[config.mk]
export PLATFORM = sky130hd
export DESIGN_NAME = mb_addr_map
export DESIGN_NICKNAME = d
export VERILOG_FILES = /design/src/rtl/mb_map_pkg.sv /design/src/rtl/mb_range_chk.sv /design/src/rtl/mb_addr_calc.sv /design/src/rtl/mb_addr_map.sv
export SDC_FILE = /design/constraint.sdc
export NUM_CORES = 1
export LEC_CHECK = 0
export BUFFER_PORTS_ARGS = -buffer_cell sky130_fd_sc_hd__buf_2
export CORE_UTILIZATION = 48
export CTS_CLUSTER_SIZE = 28
export DETAILED_ROUTE_END_ITERATION = 8
export PLACE_DENSITY_LB_ADDON = 0.3
export SLEW_MARGIN = 40
export SYNTH_ARGS = -nofsm -noshare
export SYNTH_HDL_FRONTEND = slang
export SYNTH_HIERARCHICAL = 1
export SYNTH_SLANG_ARGS = --single-unit
export TNS_END_PERCENT = 1
[constraint.sdc]
create_clock -name clk -period 3.45 [get_ports clk]
set_clock_uncertainty 0.2 [all_clocks]
set_input_delay 1.035 -clock clk [delete_from_list [all_inputs] [get_ports clk]]
set_output_delay 1.035 -clock clk [all_outputs]
set_load 0.02 [all_outputs]
[src/rtl/mb_map_pkg.sv]
package mb_map_pkg;

    function automatic int width_of(input int n);
        return (n <= 1) ? 1 : $clog2(n);
    endfunction

    function automatic int ceil_div(input int a, input int b);
        return (a + b - 1) / b;
    endfunction

    function automatic bit is_pow2(input int n);
        return (n > 0) && ((n & (n - 1)) == 0);
    endfunction

    function automatic int floor_log2(input int n);
        int r;
        r = 0;
        while ((n >> (r + 1)) > 0) r++;
        return r;
    endfunction

    typedef enum logic [1:0] {
        MAP_IDLE = 2'b00,
        MAP_OK   = 2'b01,
        MAP_REJ  = 2'b10
    } map_kind_e;

endpackage

[src/rtl/mb_range_chk.sv]
module mb_range_chk #(
    parameter int FW  = 22,
    parameter int FH  = 18,
    parameter int M   = 3,
    parameter int XW  = 5,
    parameter int YW  = 5,
    parameter int FRW = 2
) (
    input  logic [FRW-1:0] frame,
    input  logic [XW-1:0]  x,
    input  logic [YW-1:0]  y,
    output logic           in_range
);
    logic x_ok, y_ok, f_ok;

    always_comb begin
        x_ok = (32'(x) < FW);
        y_ok = (32'(y) < FH);
        f_ok = (32'(frame) < M);
        in_range = x_ok && y_ok && f_ok;
    end
endmodule

[src/rtl/mb_addr_calc.sv]
module mb_addr_calc #(
    parameter int S   = 4,
    parameter int LPR = 3,
    parameter int XW  = 5,
    parameter int YW  = 5,
    parameter int FRW = 2,
    parameter int RW  = 6,
    parameter int SW  = 2
) (
    input  logic [FRW-1:0] frame,
    input  logic [XW-1:0]  x,
    input  logic [YW-1:0]  y,
    output logic [FRW:0]   bank,
    output logic [RW-1:0]  row,
    output logic [SW-1:0]  slot
);
    import mb_map_pkg::*;

    logic [31:0] col;
    logic [31:0] line_off;
    logic [31:0] slot_w;

    assign col  = 32'(x) >> 1;
    assign bank = {frame, x[0]};

    generate
        if (is_pow2(S)) begin : g_shift
            localparam int SLOG = floor_log2(S);
            assign line_off = col >> SLOG;
            assign slot_w   = col & 32'(S - 1);
        end else begin : g_divide
            assign line_off = col / 32'(S);
            assign slot_w   = col % 32'(S);
        end
    endgenerate

    always_comb begin
        row  = RW'(32'(y) * 32'(LPR) + line_off);
        slot = SW'(slot_w);
    end
endmodule

[src/rtl/mb_addr_map.sv]
module mb_addr_map
    import mb_map_pkg::*;
#(
    parameter int FW = 22,
    parameter int FH = 18,
    parameter int S  = 4,
    parameter int M  = 3,
    localparam int XW  = width_of(FW),
    localparam int YW  = width_of(FH),
    localparam int FRW = width_of(M),
    localparam int BW  = FRW + 1,
    localparam int LPR = ceil_div(ceil_div(FW, 2), S),
    localparam int RW  = width_of(FH * LPR),
    localparam int SW  = width_of(S)
) (
    input  logic           clk,
    input  logic           rst,
    input  logic           req_valid,
    input  logic [FRW-1:0] req_frame,
    input  logic [XW-1:0]  req_x,
    input  logic [YW-1:0]  req_y,
    output logic           rsp_valid,
    output logic           rsp_err,
    output logic [BW-1:0]  rsp_bank,
    output logic [RW-1:0]  rsp_row,
    output logic [SW-1:0]  rsp_slot
);
    typedef struct packed {
        map_kind_e       kind;
        logic [BW-1:0]   bank;
        logic [RW-1:0]   row;
        logic [SW-1:0]   slot;
    } rsp_t;

    logic          in_range;
    logic [BW-1:0] c_bank;
    logic [RW-1:0] c_row;
    logic [SW-1:0] c_slot;
    rsp_t          nxt, cur;

    mb_range_chk #(
        .FW(FW), .FH(FH), .M(M), .XW(XW), .YW(YW), .FRW(FRW)
    ) u_range (
        .frame(req_frame), .x(req_x), .y(req_y), .in_range(in_range)
    );

    mb_addr_calc #(
        .S(S), .LPR(LPR), .XW(XW), .YW(YW), .FRW(FRW), .RW(RW), .SW(SW)
    ) u_calc (
        .frame(req_frame), .x(req_x), .y(req_y),
        .bank(c_bank), .row(c_row), .slot(c_slot)
    );

    always_comb begin
        nxt = '0;
        if (req_valid) begin
            if (in_range) begin
                nxt.kind = MAP_OK;
                nxt.bank = c_bank;
                nxt.row  = c_row;
                nxt.slot = c_slot;
            end else begin
                nxt.kind = MAP_REJ;
            end
        end
    end

    always_ff @(posedge clk) begin
        if (rst) cur <= '0;
        else     cur <= nxt;
    end

    assign rsp_valid = (cur.kind == MAP_OK);
    assign rsp_err   = (cur.kind == MAP_REJ);
    assign rsp_bank  = cur.bank;
    assign rsp_row   = cur.row;
    assign rsp_slot  = cur.slot;
endmodule

# Yosys cells after proc, flatten, opt, wreduce, memory -nomap -nowiden
# Index checks and enable logic that the tools add are counted.
# totals
reg_bits,13
out_inout_bits,13
# classes
add_sub_neg,1
n_mul,1
n_lt_le_gt_ge,3
eq_ne,2
mux,1
n_bitwise,2
reduce_logical,4
# ops
operator,count
"less-than comparator 5 bit, second input constant",2
adder 6 x 2 -> 6 bit,1
"multiplier 5 x 2 -> 6 bit, second input constant",1
OR reduction 3 bit,1
"== test 2 x 1 -> 1 bit, second input constant",1
"== test 2 bit, second input constant",1
logical AND 1 bit,2
"less-than comparator 2 bit, second input constant",1
2-to-1 mux 2 bit,1
inverter 1 bit,2
OR reduction 2 bit,1

# Longest topological paths before layout
# Gate-level depths: netlist of run 1.
# depth
ltp_word,5
depth_mapped,9

# Modules after synthesis
# The synthesis of run 1 kept the hierarchy.
# modules_own_cells
module,n_inst,cells_per_inst,area_per_inst_um2,seq_area_each_um2
mb_addr_map,1,42,515.5,260.2
mb_addr_calc,1,29,259.0,0.0
mb_range_chk,1,3,31.3,0.0

# Worst setup path after synthesis of run 1
# No wires, ideal clock.
# synth_path
kind,in2reg
startpoint,in req_y[0]
endpoint,"reg cur, in the netlist rsp_row[5]"
setup_ns,0.061
t_arrival_ns,2.837
path_slack_ns,0.352
path_stages,9
n_path_buf,0
path_cell_list,inv_1 > fa_1 > inv_1 > ha_1 > fa_1 > a21o_1 > a21oi_2 > xnor2_1 > and4b_1
# synth_lines
element,line,text
start: declaration,mb_addr_map.sv:21,"input logic [YW-1:0] req_y,"
multiplier 5 x 2 -> 6 bit,mb_addr_calc.sv:38,row = RW'(32'(y) * 32'(LPR) + line_off);
adder 6 x 2 -> 6 bit,mb_addr_calc.sv:38,
via c_row[5],mb_addr_map.sv:37,logic [RW-1:0] c_row;
end signal: assignment,mb_addr_map.sv:70,else cur <= nxt;
end: declaration,mb_addr_map.sv:39,"rsp_t nxt, cur;"
# The timed path passes the listed nets, and every way through them passes these cells.
# A chain may end at the register's enable or synchronous reset.

# Final worst setup path of run 1
# Ends and elaborated chain as after synthesis.

==> results of run 1 <==
per-layer routing:
layer,wire length (µm),global-route usage,share of wire,vias up
li1,-,-,-,263
met1,439,0.127,0.40,243
met2,601,0.245,0.55,16
met3,57,0.0213,0.052,0
met4,0,0.0545,0,0
met5,0,0,0,-
final timing paths:
path / start / to / slack, ns / cells past startpoint
worst max-delay path: req_y[0] / rsp_row[5] / 0.44 / 10
worst min-delay path: req_x[0] / rsp_bank[0] / 0.85 / 2
worst max-delay path, cell delays in order:
cell and delay, ns:
sky130_fd_sc_hd__buf_2 0.09, sky130_fd_sc_hd__inv_1 0.05, sky130_fd_sc_hd__fa_1 0.52, sky130_fd_sc_hd__inv_1 0.04
sky130_fd_sc_hd__ha_1 0.22, sky130_fd_sc_hd__fa_1 0.40, sky130_fd_sc_hd__a21o_1 0.21, sky130_fd_sc_hd__a21oi_2 0.14
sky130_fd_sc_hd__xnor2_1 0.11, sky130_fd_sc_hd__and4b_1 0.18
per-stage QoR:
step,hold WS [ns],util,worst slack (ns)
after floorplan,1.02,-,0.352
after global placement,1.11,0.528,0.166
after detailed placement,1.12,0.528,0.155
after CTS,0.845,0.545,0.428
after global routing,0.848,0.545,0.364
final,0.851,0.545,0.438
logic make-up after synthesis:
group	Yosys count	share of synthesized area
adders and majority gates	10	0.174
xor gates and xnor gates	3	0.0326
and+or+nand+nor	15	0.180
buffers and inverters	26	0.216
DFF	13	0.323
AOI/OAI and AO/OA	7	0.0745
cell type report:
cell class,instances,area share
Multi-Input combinational cell,35,0.443
Inverter,7,0.0313
Timing Repair Buffer,27,0.161
Tap cell,16,0.0238
Sequential cell,13,0.310
Clock buffer,4,0.0313
power by group through the flow:
stage	combinational [W]	clock [W]	sequential [W]
3_5_place_dp	0.0000715	0	0.000159
2_1_floorplan	0.0000606	0	0.000159
5_1_grt	0.0000797	0.000100	0.000156
6_report	0.0000706	0.0000865	0.000156
4_1_cts	0.0000720	0.0000912	0.000156
3_3_place_gp	0.0000701	0	0.000159
Yosys cell counts:
cell type / n / area, µm²
sky130_fd_sc_hd__buf_4: 16 / 120
sky130_fd_sc_hd__dfxtp_1: 13 / 260
sky130_fd_sc_hd__and4b_1: 10 / 100
sky130_fd_sc_hd__ha_1: 8 / 100
sky130_fd_sc_hd__inv_1: 7 / 26.3
sky130_fd_sc_hd__a21o_1: 3 / 22.5
sky130_fd_sc_hd__buf_6: 2 / 22.5
sky130_fd_sc_hd__fa_1: 2 / 40.0
sky130_fd_sc_hd__nor2b_1: 2 / 12.5
sky130_fd_sc_hd__xnor2_1: 2 / 17.5
sky130_fd_sc_hd__a21oi_1: 1 / 5.00
sky130_fd_sc_hd__a21oi_2: 1 / 8.76
sky130_fd_sc_hd__a221oi_2: 1 / 15.0
sky130_fd_sc_hd__and3b_1: 1 / 8.76
sky130_fd_sc_hd__and4b_2: 1 / 11.3
sky130_fd_sc_hd__buf_2: 1 / 5.00
sky130_fd_sc_hd__nor3b_2: 1 / 12.5
sky130_fd_sc_hd__o31a_1: 1 / 8.76
sky130_fd_sc_hd__xor2_1: 1 / 8.76
state kept, by name, summed over array words and instances, names as in the netlist:
signal	flops
cur	2
rsp_bank	3
rsp_row	6
rsp_slot	2
==> reports/results.txt, run 1 <==
Total power for the finished layout comes to 0.000313 W. The top cell types in the final layout, fill and taps aside, are sky130_fd_sc_hd__buf_2, sky130_fd_sc_hd__dfxtp_1, sky130_fd_sc_hd__and4b_1. The first global-routing pass estimated 1780 µm of wire. The post-route cell area was 840 µm².

The ratio of cells with drive above 1 in the final layout was 0.395; the area of the core was 0.00154 mm². Wires add up to 1100 µm. The run finished with clean final reports. Tightest slew margin relative to the limit: 0.492. The share of total power in combinational logic was 0.226. The tools report the post-CTS setup-driven buffer insertion count as 0.

The via count normalized by instance count is 5.12, and the maximum number of pins on one net before global-route repair is 14. The routed length per instance was 10.8 µm; the internal power consumption was 0.000232 W. The tools report the cell count after synthesis as 74. The number of setup violations in the final report is 0, and the routability-driven placement congestion ratio is 0.654. Max-cap violations in this run came to 0. The wire-length estimate of the detail-placed layout is 899 µm. In this run the vertical extent of the chip is 43.0 µm. 0 antenna diodes ended up in the layout.

Critical path start-end classification: in2reg. The analysis attributes to cell leakage a power of 0.489 nW. The logs give 0.000144 V for the maximum vdd ir drop and 3.45 ns for the required time of the critical path. The die covers 0.00185 mm².

Summed over all failing endpoints, the final setup total negative slack is 0 ns. 28 I/O pins were placed. Yosys printed 6 warnings. Relative to the synthesized area, the layout overhead comes to 4.19%. For the pin with the worst max-slew slack, the measured transition is 0.762 ns. The number of buffers created by CTS is 3.

The area used by multi-input combinational logic is 372 µm², and the net switching share of the total power is 0.257. The tools report the post-detailed-route DRC marker count as 0. In this run the cell area of the synthesized design comes to 806 µm². The time the final worst path needs with I/O delays and setup was 3.01 ns; the number of max-slew violations in the final report was 0. After detailed placement, the design holds a cell count of 98.

The detailed router finished its first iteration with 0 violations. Area taken by flip-flops and latches: 260 µm². Clock root buffer master: sky130_fd_sc_hd__clkbuf_4. For the final number of hold-violating endpoints, the log shows 0.

For the effective utilization at floorplan, the log shows 0.523. TritonCTS built the clock tree. The finished layout holds 102 standard cells, fillers aside. The width of the chip works out to 43.0 µm. The number of antenna violations at the first check in global routing was 0.

The final route contains 522 vias. The kind of path behind the tightest hold check was in2reg. At the end of the flow, the number of nets in the layout was 112.

The logs give 0 for the global-route congestion overflow total and 0 for the number of buffers inserted by hold repair at cts. The analysis attributes to net switching a power of 0.0000804 W. The count of distinct cell types in the synthesized netlist is 19. The worst setup path is launched from a primary input.

The level count of the clock H-tree was 1. Setup repair after global routing left no endpoint under its margin. The logs give 99 for the synthesized net count and 13 for the clock net sink count.

Leaving out fill and tap cells, the most frequent cell in the layout is sky130_fd_sc_hd__buf_2. The instance area at placement is 813 µm², and the number of register bits inferred by synthesis is 13. Counting the fill cells in the layout gives 158. The logs give 460 for the via count of the first global-routing pass and 1 for the total iterations of the first detailed-routing run. The count of nets left with antenna violations once routing finished came out at 0. The worst setup path is captured at a flop. The clock transition at the registers of the reported paths was 0.07 ns. The portion of total power attributed to the clock network came out at 0.276. The final critical-path share of the clock period was 0.873.

Averaged over all synthesized cells, the footprint is 10.9 µm². STA puts the critical path data arrival time at 3.01 ns. For the post-cts resize count, the log shows 0.

The clock passes through at most 2 buffers. The sequential cell fraction of total power is 0.498. Derived from the worst setup path, the maximum achievable clock frequency is 332 MHz. Along the worst path, the maximum fanout reaches 2.

The power density of the placed cells works out to 373 mW/mm². Row generation in the floorplan step produced 14 rows. The global routing usage summed across all routing layers was 0.126; the total of buffers placed on input and output ports was 27. The sequential-to-total area share from yosys stat came out at 0.323.
No activity file was read; power rests on OpenSTA's default activity.
==> run 2: changes to the inputs <==
GPL_TIMING_DRIVEN = 0   (was not set)
MAX_ROUTING_LAYER = met4   (was not set)
==> run 2 against run 1 <==
Effect of this change: core utilization rose by 9.3 points; highest routed layer is now met4; clock power rose by 3.9%; critical path depth did not move; total power rose by 5.3%; worst setup slack improved by 0.0090 ns; cell count rose by 18%; cell area rose by 17%; non-clock buffer count rose by 18; largest cell class unchanged; wire length rose by 11%; sequential cell count did not move; worst hold slack got worse by 0.0075 ns.
==> reports/results.txt, run 2 (synthesis gave the netlist of run 1 again) <==
For this design the total switching power over the nets is 0.0000864 W. After global routing the overflow that remains totals 0. STA classifies the critical path endpoint as a flop. The post-route cell area was 982 µm²; the level count of the clock H-tree was 1. The net count of the finished layout was 130; the width of the chip was 43.0 µm. The final number of hold-violating endpoints is 0, and the final critical-path share of the clock period is 0.870. From bottom edge to top edge, the die measures 43.0 µm.

The count of antenna diodes in the layout is 0. Setup total negative slack on the finished layout was measured at 0 ns. In the final routed layout, each cell accounts on average for 10.1 µm. The worst path in the final design needs a cycle of 3.00 ns, including I/O delays and setup. The clock transition at the registers of the reported paths was 0.07 ns; the initial DRC count was 1.

Across the VDD grid, the largest voltage drop is 0.000160 V. In this run the clock root is driven by a sky130_fd_sc_hd__clkbuf_4. The effective utilization at floorplan was 0.523. Relative to the synthesized area, the layout overhead comes to 21.9%. TritonCTS built the clock tree. In this run the remaining antenna-violating nets after routing total 0. Sum of routed wire length over all layers: 1210 µm. For this run, design rule violations remaining after detail routing come to 0.

The global routing usage summed across all routing layers is 0.166, and the max capacitance violation total is 0. The die covers 0.00185 mm². The ratio of cells with drive above 1 in the final layout was 0.500. Buffers inserted to repair hold after CTS numbered 0. Setup repair after global routing left no endpoint under its margin. The logs give 0 for the post-CTS setup-driven buffer insertion count and 1040 µm for the HPWL after detailed placement. In the layout the commonest cells are sky130_fd_sc_hd__buf_2, sky130_fd_sc_hd__buf_4, sky130_fd_sc_hd__dfxtp_1. The net switching share of the total power came out at 0.262.

The leakage component of the power was 0.584 nW; the via count normalized by instance count was 4.84. The critical path data arrival time is 3.02 ns, and the I/O pin count is 28. The library cell used most frequently in the layout, excluding fill and tap cells, is sky130_fd_sc_hd__buf_2. For the routability-driven placement congestion ratio, the log shows 0.717. The total area inside the core boundary comes to 0.00154 mm².

The sequential cell fraction of total power was 0.473. The run gives 13 as the clock net sink count. The timing-limited maximum frequency is 333 MHz. The internal portion of the total power is 0.000243 W.

Setup slack closes at 0.447 ns. The routed layout has 581 vias. The measured slew at the worst slew-check pin works out to 0.358 ns. The logs give 0.762 for the tightest slew margin relative to the limit and 0.254 for the share of total power in combinational logic. The flip-flop count of the largest register after layout is 6, and the required time of the critical path is 3.46 ns. The first global-routing pass estimated 2150 µm of wire. Clock tree synthesis inserted a total of 3 buffers. The via count of the first global-routing pass is 534, and the total of buffers placed on input and output ports is 26. Setup violations remaining at the end of the flow were counted as 0. For the number of max-slew violations in the final report, the log shows 0.

The run finished with clean final reports. The kind of path behind the tightest hold check is in2reg. For the total iterations of the first detailed-routing run, the log shows 2. The largest buffer count on any clock path is 2, and the post-cts resize count is 0.

The setup slack after placement is 0.162 ns. STA classifies the critical path startpoint as a primary input. The run gives 11 as the maximum number of pins on one net before global-route repair. Dividing total power by cell area gives a power density of 335 mW/mm². The number of antenna violations at the first check in global routing was 0.

The floorplan has 14 rows. After detailed placement, the total cell area comes to 956 µm². The top fanout value on the critical path came out at 2. The portion of total power attributed to the clock network came out at 0.273. The worst setup path is of the in2reg kind.
[run 2: changes by cell type in the layout (fill, tap and decap cells not counted), sizes merged]
cell and change:
buf +18
[run 2: cell type report]
type                    instances  area [µm²]
flip-flops and latches         13         260
fillers                       131         559
repair buffers                 26         130
plain buffers                  19         148
multi-input cells              35         372
well taps                      16        20.0
clock buffers                   4        26.3
inverters                       7        26.3
[run 2: worst max-delay path, stage by stage]
cell	delay, ns
sky130_fd_sc_hd__buf_2	0.09
sky130_fd_sc_hd__inv_1	0.05
sky130_fd_sc_hd__fa_1	0.52
sky130_fd_sc_hd__inv_1	0.04
sky130_fd_sc_hd__ha_1	0.22
sky130_fd_sc_hd__fa_1	0.40
sky130_fd_sc_hd__a21o_1	0.21
sky130_fd_sc_hd__a21oi_2	0.14
sky130_fd_sc_hd__xnor2_1	0.11
sky130_fd_sc_hd__and4b_1	0.19
[run 2: power by group through the flow]
stage	Combinational (W)	Clock [W]	Sequential, W
6_report	0.0000837	0.0000899	0.000156
5_1_grt	0.0000944	0.0000965	0.000156
4_1_cts	0.0000855	0.0000913	0.000156
3_5_place_dp	0.0000852	0	0.000160
3_3_place_gp	0.0000822	0	0.000159
2_1_floorplan	0.0000606	0	0.000159
[run 2: per-stage QoR]
stage	total power, W	utilization	hold slack [ns]	cells
6_report	0.000329	0.637	0.844	120
5_1_grt	0.000347	0.637	0.859	120
4_1_cts	0.000333	0.637	0.844	120
3_5_place_dp	0.000245	0.620	1.12	116
3_3_place_gp	0.000242	0.620	1.11	116
2_1_floorplan	0.000220	-	1.02	74
[run 2: final timing paths]
check      from     endpoint  slack [ns]  cells past startpoint
min    req_x[0]  rsp_bank[0]        0.84                      2
max    req_y[0]   rsp_row[5]        0.45                     10
[run 2: layer usage]
layer / wire, µm / share of wire / GRT usage
met4: 21 / 0.017 / 0.109
met3: 45 / 0.037 / 0.0128
met5: 0 / 0 / -
met1: 467 / 0.38 / 0.170
met2: 679 / 0.56 / 0.300
